File: config.mk
export PLATFORM = sky130hd
export DESIGN_NAME = sirq_arbiter
export DESIGN_NICKNAME = d
export VERILOG_FILES = /design/src/rtl/sirq_pkg.sv /design/src/rtl/sirq_ctrl_reg.sv /design/src/rtl/sirq_rx_event.sv /design/src/rtl/sirq_pick.sv /design/src/rtl/sirq_arbiter.sv
export SDC_FILE = /design/constraint.sdc
export NUM_CORES = 1
export LEC_CHECK = 0
export BUFFER_PORTS_ARGS = -buffer_cell sky130_fd_sc_hd__buf_4
export CORE_UTILIZATION = 40
export CTS_BUF_LIST = sky130_fd_sc_hd__clkbuf_8
export DETAILED_ROUTE_END_ITERATION = 6
export GPL_ROUTABILITY_DRIVEN = 1
export PLACE_DENSITY = 0.73
export SLEW_MARGIN = 20
export SYNTH_ARGS = -nofsm -noshare
export SYNTH_HDL_FRONTEND = slang
export SYNTH_SLANG_ARGS = --single-unit
File: constraint.sdc
create_clock -name clk -period 1.7 [get_ports clk]
set_clock_uncertainty 0.2 [all_clocks]
set_input_delay 0.085 -clock clk [delete_from_list [all_inputs] [get_ports clk]]
set_output_delay 0.085 -clock clk [all_outputs]
set_load 0.05 [all_outputs]
File: src/rtl/sirq_pkg.sv
package sirq_pkg;
  localparam int PRIO_W  = 3;
  localparam int CTRL_W  = 8;
  localparam int REQ_POS = 3;
  localparam int SEL_POS = 5;
  localparam int NUM_SRC = 2;

  typedef enum logic {
    SRC_TX = 1'b0,
    SRC_RX = 1'b1
  } src_e;
endpackage

File: src/rtl/sirq_ctrl_reg.sv
module sirq_ctrl_reg #(
  parameter int PRIO_W  = sirq_pkg::PRIO_W,
  parameter int CTRL_W  = sirq_pkg::CTRL_W,
  parameter int REQ_POS = sirq_pkg::REQ_POS,
  parameter int SEL_POS = sirq_pkg::SEL_POS,
  parameter bit HAS_SEL = 1'b0
) (
  input  logic              clk,
  input  logic              rst_n,
  input  logic              wr_hit,
  input  logic [CTRL_W-1:0] wr_data,
  input  logic              hw_set,
  input  logic              ack_hit,
  output logic [PRIO_W-1:0] prio,
  output logic              req,
  output logic              sel
);
  logic [PRIO_W-1:0] prio_q;
  logic              req_q;
  logic              req_d;
  logic              unused_data;

  assign unused_data = ^wr_data;

  // Clear by acknowledge first, then a hardware set, then software.
  always_comb begin
    req_d = req_q;
    if (ack_hit)      req_d = 1'b0;
    else if (hw_set)  req_d = 1'b1;
    else if (wr_hit)  req_d = wr_data[REQ_POS];
  end

  always_ff @(posedge clk) begin
    if (!rst_n) begin
      prio_q <= '0;
      req_q  <= 1'b0;
    end else begin
      req_q <= req_d;
      if (wr_hit) prio_q <= wr_data[PRIO_W-1:0];
    end
  end

  generate
    if (HAS_SEL) begin : g_sel
      logic sel_q;
      always_ff @(posedge clk) begin
        if (!rst_n)      sel_q <= 1'b0;
        else if (wr_hit) sel_q <= wr_data[SEL_POS];
      end
      assign sel = sel_q;
    end else begin : g_nosel
      assign sel = 1'b0;
    end
  endgenerate

  assign prio = prio_q;
  assign req  = req_q;

  assert_ack_clears_R7: assert property (@(posedge clk) disable iff (!rst_n)
    ack_hit |=> !req_q);
  assert_hw_set_wins_R8: assert property (@(posedge clk) disable iff (!rst_n)
    (hw_set && !ack_hit) |=> req_q);
  assert_flag_holds_R2: assert property (@(posedge clk) disable iff (!rst_n)
    (!hw_set && !ack_hit && !wr_hit) |=> $stable(req_q));
  assert_prio_holds_R2: assert property (@(posedge clk) disable iff (!rst_n)
    !wr_hit |=> $stable(prio_q));
endmodule

File: src/rtl/sirq_rx_event.sv
module sirq_rx_event (
  input  logic err_sel,
  input  logic sync_mode,
  input  logic rx_load,
  input  logic err_overrun,
  input  logic err_frame,
  input  logic err_parity,
  output logic set
);
  logic err_any;

  // Synchronous mode knows only overrun; asynchronous adds frame and parity.
  always_comb begin
    if (sync_mode) err_any = err_overrun;
    else           err_any = err_overrun | err_frame | err_parity;
  end

  always_comb begin
    if (err_sel) set = err_any;
    else         set = rx_load & ~err_overrun;
  end
endmodule

File: src/rtl/sirq_pick.sv
module sirq_pick #(
  parameter int PRIO_W = sirq_pkg::PRIO_W
) (
  input  logic              clk,
  input  logic              rst_n,
  input  logic              tx_req,
  input  logic [PRIO_W-1:0] tx_prio,
  input  logic              rx_req,
  input  logic [PRIO_W-1:0] rx_prio,
  input  logic [PRIO_W-1:0] cpu_level,
  input  logic              irq_mask,
  output logic              pend,
  output sirq_pkg::src_e    src
);
  import sirq_pkg::*;

  logic tx_ok, rx_ok;
  logic pend_d;
  src_e src_d;
  logic pend_q;
  src_e src_q;

  assign tx_ok = tx_req && (tx_prio > cpu_level) && !irq_mask;
  assign rx_ok = rx_req && (rx_prio > cpu_level) && !irq_mask;

  always_comb begin
    pend_d = tx_ok | rx_ok;
    src_d  = SRC_TX;
    if (rx_ok && (!tx_ok || rx_prio >= tx_prio)) src_d = SRC_RX;
  end

  always_ff @(posedge clk) begin
    if (!rst_n) begin
      pend_q <= 1'b0;
      src_q  <= SRC_TX;
    end else begin
      pend_q <= pend_d;
      src_q  <= src_d;
    end
  end

  assign pend = pend_q;
  assign src  = src_q;

  assert_mask_blocks_R9: assert property (@(posedge clk) disable iff (!rst_n)
    irq_mask |=> !pend_q);
  assert_tie_to_rx_R10: assert property (@(posedge clk) disable iff (!rst_n)
    (tx_ok && rx_ok && tx_prio == rx_prio) |=> (src_q == SRC_RX));
  assert_idle_src_R10: assert property (@(posedge clk) disable iff (!rst_n)
    !pend_q |-> (src_q == SRC_TX));
  assert_lag_R11: assert property (@(posedge clk) disable iff (!rst_n)
    (!tx_req && !rx_req) |=> !pend_q);
endmodule

File: src/rtl/sirq_arbiter.sv
module sirq_arbiter #(
  parameter int PRIO_W  = sirq_pkg::PRIO_W,
  parameter int CTRL_W  = sirq_pkg::CTRL_W,
  parameter int REQ_POS = sirq_pkg::REQ_POS,
  parameter int SEL_POS = sirq_pkg::SEL_POS
) (
  input  logic              clk,
  input  logic              rst_n,
  input  logic              tx_load,
  input  logic              rx_load,
  input  logic              err_overrun,
  input  logic              err_frame,
  input  logic              err_parity,
  input  logic              sync_mode,
  input  logic              wr_en,
  input  logic              wr_sel,
  input  logic [CTRL_W-1:0] wr_data,
  input  logic [PRIO_W-1:0] cpu_level,
  input  logic              irq_mask,
  input  logic              ack,
  input  logic              ack_src,
  output logic              tx_req,
  output logic              rx_req,
  output logic              irq_pend,
  output logic              irq_src
);
  import sirq_pkg::*;

  localparam int NSRC = NUM_SRC;

  logic [NSRC-1:0]   set_v, wr_v, ack_v, req_v, sel_v;
  logic [PRIO_W-1:0] prio_v [NSRC];
  logic              rx_set;
  src_e              src_w;
  logic              unused_tx_sel;

  sirq_rx_event u_rx_event (
    .err_sel     (sel_v[SRC_RX]),
    .sync_mode   (sync_mode),
    .rx_load     (rx_load),
    .err_overrun (err_overrun),
    .err_frame   (err_frame),
    .err_parity  (err_parity),
    .set         (rx_set)
  );

  assign set_v[SRC_TX] = tx_load;
  assign set_v[SRC_RX] = rx_set;

  generate
    for (genvar g = 0; g < NSRC; g++) begin : g_src
      assign wr_v[g]  = wr_en && (wr_sel == 1'(g));
      assign ack_v[g] = ack && (ack_src == 1'(g));
      sirq_ctrl_reg #(
        .PRIO_W  (PRIO_W),
        .CTRL_W  (CTRL_W),
        .REQ_POS (REQ_POS),
        .SEL_POS (SEL_POS),
        .HAS_SEL (g == int'(SRC_RX))
      ) u_ctrl (
        .clk     (clk),
        .rst_n   (rst_n),
        .wr_hit  (wr_v[g]),
        .wr_data (wr_data),
        .hw_set  (set_v[g]),
        .ack_hit (ack_v[g]),
        .prio    (prio_v[g]),
        .req     (req_v[g]),
        .sel     (sel_v[g])
      );
    end
  endgenerate

  assign unused_tx_sel = sel_v[SRC_TX];

  sirq_pick #(.PRIO_W(PRIO_W)) u_pick (
    .clk       (clk),
    .rst_n     (rst_n),
    .tx_req    (req_v[SRC_TX]),
    .tx_prio   (prio_v[SRC_TX]),
    .rx_req    (req_v[SRC_RX]),
    .rx_prio   (prio_v[SRC_RX]),
    .cpu_level (cpu_level),
    .irq_mask  (irq_mask),
    .pend      (irq_pend),
    .src       (src_w)
  );

  assign irq_src = src_w;
  assign tx_req  = req_v[SRC_TX];
  assign rx_req  = req_v[SRC_RX];

  assert_overrun_holds_R4: assert property (@(posedge clk) disable iff (!rst_n)
    (!sel_v[SRC_RX] && rx_load && err_overrun && !wr_v[SRC_RX] && !rx_req) |=> !rx_req);
  assert_sync_ignores_R5: assert property (@(posedge clk) disable iff (!rst_n)
    (sel_v[SRC_RX] && sync_mode && !err_overrun && !wr_v[SRC_RX] && !rx_req) |=> !rx_req);
  assert_async_err_R6: assert property (@(posedge clk) disable iff (!rst_n)
    (sel_v[SRC_RX] && !sync_mode && (err_frame || err_parity) && !ack_v[SRC_RX]) |=> rx_req);
  assert_tx_load_R3: assert property (@(posedge clk) disable iff (!rst_n)
    (tx_load && !ack_v[SRC_TX]) |=> tx_req);
endmodule

# Word level (Yosys, flattened, before mapping)
# Cells that the tools add are included.
totals:
  ff_bits: 11
  inputBits: 24
  output_inout_bits: 4
  wordCells: 41
classes:
  magnitude_cmp: 3
  n_mux: 7
  n_bitwise: 8
  reduce_logical: 16
op_table:
  columns: ["cell", "n"]
  rows:
  - ["logical AND 1 bit", 9]
  - ["two-way mux 1 bit", 7]
  - ["greater-than comparator 3 bit", 2]
  - ["NOT 1 bit", 4]
  - ["nonzero test 2 bit", 2]
  - ["OR reduction 2 bit", 2]
  - [">= comparator 3 bit", 1]
  - ["bitwise OR 1 bit", 3]
  - ["zero test 1 bit", 2]
  - ["AND 1 bit", 1]
  - ["logical OR 1 bit", 1]

# Logic depth before layout (Yosys ltp)
logic_depth:
  ltp_word: 7
  depth_mapped: 6
  ltp_nobuf: 6

# Cells and area by module
# Synthesis repeated with hierarchy kept, for this count alone.
hier_totals:
  cells_unflattened: 78
  area_unflattened_um2: 733.2
modules_own_cells:
  columns: ["mod", "instances", "cells_per_inst", "area_each_um2", "seq_area_each_um2"]
  rows:
  - ["sirq_pick", 1, 34, 291.5, 40.0]
  - ["sirq_ctrl_reg at g_src[1].u_ctrl", 1, 18, 202.7, 100.1]
  - ["sirq_ctrl_reg at g_src[0].u_ctrl", 1, 17, 177.7, 80.1]
  - ["sirq_arbiter", 1, 4, 32.5, 0.0]
  - ["sirq_rx_event", 1, 5, 28.8, 0.0]

# Least setup slack after synthesis
# OpenSTA, ideal clock, no wires.
synth_path:
  kind: "register -> register"
  startpoint: "reg g_src[1].u_ctrl.prio_q[0]"
  endpoint: "reg u_pick.src_q (netlist: u_pick.src)"
  setup_ns: 0.076
  t_arrival_ns: 1.088
  t_required_ns: 1.424
  path_slack_ns: 0.336
  stages_incl_launch_ff: 7
  n_path_buf: 0
  synth_period_minus_slack_ns: 1.364
  cell_sequence: "dfxtp_1 > inv_1 > ha_1 > nand3_1 > nand4_1 > a21oi_1 > a21boi_0"
synth_via:
  elab_chain_len: 5
  elab_cells_between_ends: 7
  cone_classes: "order compare (2); mux (1); reduce/logical (4)"
synth_rtl:
  columns: ["element", "line", "rtl"]
  rows:
  - ["from (decl)", "sirq_ctrl_reg.sv:18", "logic [PRIO_W-1:0] prio_q;"]
  - ["from (signal assigned)", "sirq_ctrl_reg.sv:39", "if (wr_hit) prio_q <= wr_data[PRIO_W-1:0];"]
  - ["greater-than comparator 3 bit", "sirq_pick.sv:24", "assign rx_ok = rx_req && (rx_prio > cpu_level) && !irq_mask;"]
  - ["logical AND 1 bit (2 in a row)", "sirq_pick.sv:24", null]
  - ["logical AND 1 bit (*)", "sirq_pick.sv:29", "if (rx_ok && (!tx_ok || rx_prio >= tx_prio)) src_d = SRC_RX;"]
  - ["two-way mux 1 bit (*)", "sirq_pick.sv:29", null]
  - ["to (signal assigned)", "sirq_pick.sv:38", "src_q <= src_d;"]
  - ["to (decl)", "sirq_pick.sv:21", "src_e src_q;"]
# Mark *: on every way between the ends. The rest lies on a longest branch, timed or not.
# A chain may end at the register's enable or synchronous reset.

==> out/qor.csv <==
stage,metric,value,unit
routing,drt-initial-drc-count,11,
global_route,track_usage,19.9,%
timing,slew_viol_final,0,
min_path,hold_start,err_overrun,
critical_path,worstSetupEndpointType,flop,
floorplan,num_io_pins,28,
timing,min_period_over_period,96.5,%
floorplan,die_area,0.00183,sq mm
clocking,numClockSinks,11,
synth,syn_inst,80,
placement,place_congestion,0.816,
clocking,cts_setup_buffers,0,
routing,drt-vias-per-instance,5.15,
clocking,clk_pin_slew,0.05,ns
critical_path,crit_path_start_kind,flop,
routing,wl,1680,microns
cells_and_area,multi_input_comb_area,388,sq um
power_and_ir_drop,p_per_area,658,mW/mm^2
synth,yosysUniqueCellTypes,21,
timing,tns,0,ns
power_and_ir_drop,pwr-share-comb,24.5,%
timing,setup_viol,0,
cells_and_area,stdcell_area,0.00108,sq mm
floorplan,num_rows,14,
routing,firstDrtPassIters,4,
critical_path,crit_fanout,3,
timing,fmax,610,MHz
cells_and_area,area_delta_synth_final,63.1,%
timing,tightest_slew,0.220,ns
placement,place_area,857,sq um
synth,avgSynthCellArea,8.30,sq um
clocking,cts_buffer_depth,2,
synth,syn-num-nets,113,
global_route,gr-total-overflow,0,
cells_and_area,final_common_cell,buf_4,
routing,detail_route.wl_per_cell,11.9,microns
routing,via_count,726,
floorplan,core,0.00152,sq mm
run,drv_cap,0,
power_and_ir_drop,ir_drop,0.000519,V
global_route,grt_max_degree,12,
min_path,hold_path.class,input port to flop,
cells_and_area,seq_area,221,sq um
clocking,h-tree-depth,1,
floorplan,start_util,43.6,%
timing,final-hold-violation-count,0,
global_route,grt_antenna_before_repair,0,
timing,max-slew-margin-rel,85.2,%
cells_and_area,final_cell_mix,"buf_4 (25), dlygate4sd3_1 (18), inv_1 (12), dfxtp_1 (10), ha_1 (9)",
clocking,numCtsBuffers,3,
power_and_ir_drop,power_frac_clock,36.2,%
cells_and_area,fillers,133,
critical_path,critPathRequiredTime,1.62,ns
clocking,root_buffer,clkbuf_8,
critical_path,crit_arrival,1.56,ns
power_and_ir_drop,power_leakage,0.524,nW
timing,rsz0062_at_grt,false,
critical_path,startpoint,g_src[0].u_ctrl.req,
clocking,cts_tree,done,
power_and_ir_drop,sw_frac_of_total,25.9,%
cells_and_area,drive_gt1_share,24.8,%
routing,drc,0,
status,status,finished clean,
floorplan,die_width,42.8,microns
synth,yosys_warnings,0,
clocking,insertion_delay,0.24,ns
global_route,first_global_vias,693,
synth,syn_area,664,sq um
power_and_ir_drop,intPower,0.528,mW
power_and_ir_drop,p_switching,0.185,mW
timing,period_minus_slack,1.64,ns
synth,ys_ff_latch,11,
placement,dp_hpwl,1160,microns
synth,seq_area_frac_synth,33.1,%
cells_and_area,layout.cells.non_filler,141,
cells_and_area,n_antenna_cell,0,
placement,io_buffer_count,24,
floorplan,die_h,42.8,microns
routing,postRouteAntennaNets,0,
critical_path,worstSetupPathType,flop to flop,
power_and_ir_drop,pwr-share-seq,39.3,%
power_and_ir_drop,power,0.713,mW
global_route,grt_first_pass_wirelength,2740,microns
cells_and_area,fin_nets,159,
placement,dp_cells,119,
critical_path,r2r-start,g_src[0].u_ctrl.req,
[cell type report]
type	instances	area share [%]
clock buffer	3	3.81
sequential	11	20.4
inverter	11	3.81
clock inverter	1	0.346
tap	16	1.85
multi-input combinational	56	35.8
timing repair buffer	43	33.9
[timing repair]
item	4_1_cts	5_1_grt
hold endpoints to repair	10	0
hold buffers	18	0
endpoints found under the setup margin	0	1
resized for setup	0	1
[Yosys cell counts (all sizes together)]
library cell	number	area share [%]
a211oi	1	1.1
a21boi	5	5.7
a21o	1	1.1
a21oi	7	5.3
a31o	1	1.3
buf	1	1.7
clkbuf	1	0.56
dfxtp	11	33
ha	9	17
inv	11	6.2
mux2	1	2.3
mux2i	1	1.5
nand2	7	4.0
nand3	6	4.5
nand4	1	0.94
nor2	6	3.4
nor2b	5	4.7
o2111ai	1	1.3
o21ai	2	1.5
o21bai	1	1.1
o221a	1	1.7
[through the flow]
step	hold slack, ns	setup WS, ns	utilization, %
global route	0.0843	0.00416	71.1
floorplan	0.0411	0.336	-
CTS	0.0499	0.0579	71.0
global placement	0.144	0.237	56.2
finish	0.0499	0.0600	71.1
detailed placement	0.151	0.199	56.2
[kinds of logic (layout without fill, tap and decap cells)]
logic type               Yosys count  in the layout  synth area share (%)
AO/OA/AOI/OAI                     20             20                  20.2
multiplexers                       2              2                  3.77
adder cells (fa/ha/maj)            9              9                  16.9
AND/OR/NAND/NOR                   25             25                  17.5
buffers and inverters             13             58                  8.47
flip-flops                        11             11                  33.1
[registers in the layout, indices dropped and copies added (netlist names)]
register and flops:
u_pick.src 1, u_pick.pend 1, g_src.u_ctrl.sel 1, g_src.u_ctrl.req 2, g_src.u_ctrl.prio 6
[final timing paths]
check / cells past startpoint / to / slack [ns]
worst max-delay path: 3 / g_src[0].u_ctrl.req / 0.06
worst min-delay path: 4 / g_src[1].u_ctrl.req / 0.05
worst max register to register: 3 / g_src[0].u_ctrl.req / 0.06
worst min register to register: 2 / g_src[1].u_ctrl.prio[0] / 0.28
[power groups by stage]
stage          Clock [mW]  Combinational (mW)  Sequential (mW)
2_1_floorplan           0              0.0661            0.298
3_3_place_gp            0               0.137            0.285
3_5_place_dp            0               0.142            0.285
4_1_cts             0.262               0.174            0.280
5_1_grt             0.277               0.192            0.282
6_report            0.258               0.175            0.280
[critical path, stage by stage (launching register included)]
cell and delay, ns:
dfxtp_2 0.33, mux2_4 0.26, o221a_1 0.20, dlygate4sd3_1 0.54
[metal layers]
| layer | vias to the layer above | global-route usage, % | routed length [microns] |
|---|---|---|---|
| met4 | 0 | 7.50 | 2 |
| met3 | 2 | 2.55 | 66 |
| li1 | 362 | - | - |
| met2 | 23 | 35.8 | 901 |
| met5 | - | 0 | 0 |
| met1 | 339 | 23.7 | 706 |
Power figures use the tool's default switching activity.
